## src/rtl/dstack_pkg.sv

```systemverilog
package dstack_pkg;

  typedef enum logic [1:0] {
    OP_IDLE  = 2'd0,
    OP_PUSH  = 2'd1,
    OP_POP   = 2'd2,
    OP_CLASH = 2'd3
  } op_e;

  function automatic op_e decode_op(input logic push, input logic pop);
    case ({push, pop})
      2'b10:   return OP_PUSH;
      2'b01:   return OP_POP;
      2'b11:   return OP_CLASH;
      default: return OP_IDLE;
    endcase
  endfunction

endpackage

```

## src/rtl/dstack_ptr.sv

```systemverilog
module dstack_ptr
  import dstack_pkg::*;
#(
  parameter int ADDR_W     = 4,
  parameter int BASE_ADDR  = 15,
  parameter int FLOOR_ADDR = 8
) (
  input  logic              clk,
  input  logic              rst,
  input  logic              push,
  input  logic              pop,
  output logic [ADDR_W-1:0] sp_q,
  output logic              wr_en,
  output logic [ADDR_W-1:0] wr_addr,
  output logic              rd_en,
  output logic [ADDR_W-1:0] rd_addr,
  output logic              ovf_q,
  output logic              unf_q,
  output logic              clash_q
);

  localparam logic [ADDR_W-1:0] BASE_SP  = ADDR_W'(BASE_ADDR);
  localparam logic [ADDR_W-1:0] FLOOR_SP = ADDR_W'(FLOOR_ADDR);
  localparam logic [ADDR_W-1:0] ONE      = ADDR_W'(1);

  op_e  op;
  logic at_floor;
  logic at_base;
  logic ovf_evt;
  logic unf_evt;

  always_comb begin
    op       = decode_op(push, pop);
    at_floor = (sp_q == FLOOR_SP);
    at_base  = (sp_q == BASE_SP);
    wr_en    = (op == OP_PUSH) && !at_floor;
    rd_en    = (op == OP_POP) && !at_base;
    ovf_evt  = (op == OP_PUSH) && at_floor;
    unf_evt  = (op == OP_POP) && at_base;
    wr_addr  = sp_q;
    rd_addr  = sp_q + ONE;
  end

  always_ff @(posedge clk) begin
    if (rst) begin
      sp_q    <= BASE_SP;
      ovf_q   <= 1'b0;
      unf_q   <= 1'b0;
      clash_q <= 1'b0;
    end else begin
      if (wr_en) begin
        sp_q <= sp_q - ONE;
      end else if (rd_en) begin
        sp_q <= sp_q + ONE;
      end
      if (ovf_evt)          ovf_q   <= 1'b1;
      if (unf_evt)          unf_q   <= 1'b1;
      if (op == OP_CLASH)   clash_q <= 1'b1;
    end
  end

endmodule

```

## src/rtl/dstack_mem.sv

```systemverilog
module dstack_mem #(
  parameter int DATA_W = 16,
  parameter int ADDR_W = 4
) (
  input  logic              clk,
  input  logic              rst,
  input  logic              we,
  input  logic [ADDR_W-1:0] waddr,
  input  logic [DATA_W-1:0] wdata,
  input  logic              re,
  input  logic [ADDR_W-1:0] raddr,
  output logic [DATA_W-1:0] rdata,
  output logic              rvalid
);

  localparam int DEPTH = 1 << ADDR_W;

  logic [DATA_W-1:0] mem [DEPTH];

  always_ff @(posedge clk) begin
    if (we) begin
      mem[waddr] <= wdata;
    end
  end

  always_ff @(posedge clk) begin
    if (re) begin
      rdata <= mem[raddr];
    end
  end

  always_ff @(posedge clk) begin
    if (rst) begin
      rvalid <= 1'b0;
    end else begin
      rvalid <= re;
    end
  end

endmodule

```

## src/rtl/dstack_unit.sv

```systemverilog
module dstack_unit #(
  parameter int DATA_W     = 16,
  parameter int ADDR_W     = 4,
  parameter int BASE_ADDR  = 15,
  parameter int FLOOR_ADDR = 8
) (
  input  logic              clk,
  input  logic              rst,
  input  logic              push_i,
  input  logic              pop_i,
  input  logic [DATA_W-1:0] wdata_i,
  output logic [DATA_W-1:0] rdata_o,
  output logic              rvalid_o,
  output logic [ADDR_W-1:0] sp_o,
  output logic              ovf_o,
  output logic              unf_o,
  output logic              clash_o
);

  logic              wr_en;
  logic              rd_en;
  logic [ADDR_W-1:0] wr_addr;
  logic [ADDR_W-1:0] rd_addr;

  dstack_ptr #(
    .ADDR_W    (ADDR_W),
    .BASE_ADDR (BASE_ADDR),
    .FLOOR_ADDR(FLOOR_ADDR)
  ) u_ptr (
    .clk    (clk),
    .rst    (rst),
    .push   (push_i),
    .pop    (pop_i),
    .sp_q   (sp_o),
    .wr_en  (wr_en),
    .wr_addr(wr_addr),
    .rd_en  (rd_en),
    .rd_addr(rd_addr),
    .ovf_q  (ovf_o),
    .unf_q  (unf_o),
    .clash_q(clash_o)
  );

  dstack_mem #(
    .DATA_W(DATA_W),
    .ADDR_W(ADDR_W)
  ) u_mem (
    .clk   (clk),
    .rst   (rst),
    .we    (wr_en),
    .waddr (wr_addr),
    .wdata (wdata_i),
    .re    (rd_en),
    .raddr (rd_addr),
    .rdata (rdata_o),
    .rvalid(rvalid_o)
  );

endmodule

```

## config.mk

```make
export PLATFORM = sky130hd
export DESIGN_NAME = dstack_unit
export DESIGN_NICKNAME = d
export VERILOG_FILES = /design/src/rtl/dstack_pkg.sv /design/src/rtl/dstack_ptr.sv /design/src/rtl/dstack_mem.sv /design/src/rtl/dstack_unit.sv
export SDC_FILE = /design/constraint.sdc
export NUM_CORES = 1
export LEC_CHECK = 0
export BUFFER_PORTS_ARGS = -buffer_cell sky130_fd_sc_hd__buf_2
export CORE_ASPECT_RATIO = 1.1
export CORE_MARGIN = 3
export CORE_UTILIZATION = 40
export CTS_CLUSTER_SIZE = 24
export DETAILED_ROUTE_END_ITERATION = 8
export PLACE_DENSITY_LB_ADDON = 0.2
export SETUP_SLACK_MARGIN = 0.1
export SYNTH_ARGS = -nofsm -noshare
export SYNTH_HDL_FRONTEND = slang
export SYNTH_HIERARCHICAL = 1
export SYNTH_SLANG_ARGS = --single-unit
export TNS_END_PERCENT = 20
```

## constraint.sdc

```tcl
create_clock -name clk -period 4.1 [get_ports clk]
set_clock_uncertainty 0.15 [all_clocks]
set_input_delay 0.41 -clock clk [delete_from_list [all_inputs] [get_ports clk]]
set_output_delay 0.41 -clock clk [all_outputs]
set_load 0.05 [all_outputs]
```

==> out/metrics.yaml <==
cts:
  clock-sinks: 280
  post-cts-setup-buffers: 0
  clockRootBuffer: "clkbuf_16"
  clock_latency_ns: 0.51
  cts_tree: "yes"
  numCtsBuffers: 27
  ctsLongestPathBuffers: 3
  clk_pin_slew_worst_paths_ns: 0.06
  ctsResizeCount: 0
  h-tree-depth: 1
  cts_hold_buf: 0
synth:
  synth_compound_area_share_pct: 3.01
  syn_area_mm2: 0.0107
  synth_xor_area_share_pct: 0.164
  ys_types: 40
  syn_avg_cell_area_um2: 22.0
  yosysTopAreaCell: "edfxtp_1"
  yosys-top-cells-area: "edfxtp_1 77%, mux4_2 11%, mux4_1 2.5%, a22oi_1 2.3%, dfxtp_1 1.5%"
  yosysSeqAreaShare_pct: 78.1
  synthSimpleGateAreaFrac_pct: 2.83
  synth_fa_ha_area_share_pct: 0.235
  synth_top_family_by_area: "multiplexers"
  synth_top_area_share_pct: 76.6
  synth_mux_area_share_pct: 14.1
  syn-instance-count: 484
  synth-seq-cells: 280
  syn_nets: 506
  synth_warnings: 6
floorplan:
  rows: 62
  die_w_um: 162
  core-area_mm2: 0.0262
  io_pins: 44
  initial_core_util_pct: 40.7
  dieArea_mm2: 0.0287
  fp.dieH_um: 177
cells_and_area:
  multi_input_area_mm2: 0.00222
  final_layout_size_suffix_gt1_share_pct: 31.8
  area.growth.synth_to_final_pct: 14.6
  nFillCells: 2242
  final_cell_mix: "272 x edfxtp_1, 54 x mux4_2, 43 x buf_2"
  design_area_mm2: 0.0122
  antenna_cells: 0
  ff_latch_area_mm2: 0.00833
  nets: 576
  final_common_cell: "edfxtp_1"
sta:
  worstMarginPinSlew_ns: 0.919
  fin_crit_ns: 3.11
  setup-tns-final_ns: 0
  relSlewSlack_pct: 38.7
  hold_viol: 0
  rsz0062_at_grt: "no"
  final_max_slew_viol_count: 0
  finalSetupViolations: 0
  max_freq_ghz: 0.321
  period_share_pct: 76.0
critical_path:
  path_cells: "inv_4 -> ha_2 -> and3b_2 -> nor2_2 -> nand3b_1 -> nor2_2 -> buf_4"
  critPathMaxFanout: 14
  crit_top_cell: "nor2_2"
  crit_required_ns: 4.16
  worstPathArrival_ns: 3.17
  worstSetupPathType: "reg2reg"
  endpoint_kind: "flip-flop"
  startpoint_type: "flip-flop"
  cp_slowest_cell: "dfxtp_1"
  slowest_delay_ns: 0.67
routing:
  wire_per_inst_um: 24.1
  first_pass_iters: 4
  route.vias.total: 5001
  routed_via_density: 5.42
  routed_wl_um: 22200
  postRouteAntennaNets: 0
  drt_iter0_drc: 381
  route.detailed.drc: 0
pwr:
  ir_drop_v: 0.000220
  power_density_mw_per_mm2: 509
  p_leak_nw: 3.89
grt:
  grt_max_degree: 65
  grt_pass1_wl_um: 33700
  grt_pass1_vias: 5185
  grt_overflow: 0
  antenna_found_initial: 0
  grt_use_total_pct: 15.8
hold_path:
  hold_path_class: "in2reg"
place:
  port_buffers: 43
  post_dp_cell_area_mm2: 0.0114
  place_hpwl_um: 13400
  gp_congestion: 0.802
run_status:
  outcome: "finished clean"
run:
  maxCapViolations: 0
==> worst max-delay path: cells and delay by family, from the launching register on <==
kind,cells,cell delay [ns]
adder cells (fa/ha/maj),1,0.23
buffers and inverters,2,0.40
flip-flops,1,0.67
AND/OR/NAND/NOR,4,1.34
==> worst paths after layout <==
kind	startpoint	endpoint	slack, ns	cells past startpoint
max	u_ptr/sp_q[0]	u_mem/mem[10][8]	0.99	7
max reg2reg	u_ptr/sp_q[0]	u_mem/mem[10][8]	0.99	7
min reg2reg	u_ptr/clash_q	u_ptr/clash_q	0.31	2
min	rst	u_ptr/ovf_q	0.03	2
==> area by class of cell <==
cell class                 instances  area share [%]
clock inverter                    14           0.941
tap                              352            3.60
sequential                       280            68.1
inverter                           3           0.113
multi-input combinational        175            18.1
clock buffer                      31            5.65
timing repair buffer              67            3.44
==> cells in the mapped netlist (all sizes together) <==
cell type	number
a211o	1
a21o	1
a21oi	5
a221oi	1
a22oi	32
a32o	1
a32oi	1
and2	1
and3	1
and3b	1
buf	17
clkbuf	9
dfxtp	8
edfxtp	272
ha	2
inv	3
mux2	1
mux2i	1
mux4	64
nand2	17
nand2b	3
nand3	2
nand3b	2
nor2	18
nor2b	6
nor3	5
nor4	1
o21ai	1
o31ai	1
or2	1
or2b	1
or3	1
or3b	1
xnor2	1
xor2	1
==> cell families (layout without fill, tap and decap cells) <==
logic type                 after synthesis  count (layout)
AOI/OAI and AO/OA                       44              44
xor gates and xnor gates                 2               2
adders and majority gates                2               2
buffers and inverters                   29             115
DFF                                    280             280
muxes                                   66              66
and+or+nand+nor                         61              61
==> report_power, final <==
part / leakage [nW] / internal [W] / switching [W]
Clock: 0.395 / 0.00132 / 0.000984
Sequential: 2.52 / 0.00320 / 0.0000219
Combinational: 0.982 / 0.000264 / 0.000432
==> through the flow <==
| stage | setup WS, ns | utilization [%] | std cells | power, W | hold slack (ns) |
|---|---|---|---|---|---|
| after detailed placement | 1.01 | 43.6 | 877 | 0.00399 | 0.300 |
| after floorplan | 0.372 | - | 484 | 0.00375 | 0.332 |
| after CTS | 1.03 | 46.6 | 922 | 0.00628 | 0.00283 |
| after global routing | 0.853 | 46.6 | 922 | 0.00646 | 0.0160 |
| final | 0.985 | 46.6 | 922 | 0.00622 | 0.0261 |
| after global placement | 1.12 | 43.6 | 877 | 0.00398 | 0.304 |
==> per-layer routing <==
| metal | wire length (um) | track usage (%) | vias to the layer above |
|---|---|---|---|
| met5 | 0 | 0 | - |
| met3 | 1370 | 2.68 | 25 |
| met2 | 10500 | 24.8 | 158 |
| met1 | 10000 | 23.4 | 2654 |
| li1 | - | - | 2164 |
| met4 | 315 | 3.66 | 0 |
==> state kept, by name, summed over array words and instances (netlist names) <==
| name | flops |
|---|---|
| u_mem/mem | 256 |
| u_mem/rdata | 16 |
| u_ptr/sp_q | 4 |
| u_mem/rvalid | 1 |
| u_ptr/clash_q | 1 |
| u_ptr/ovf_q | 1 |
| u_ptr/unf_q | 1 |
Note: power is estimated with default switching activity, not from simulation.
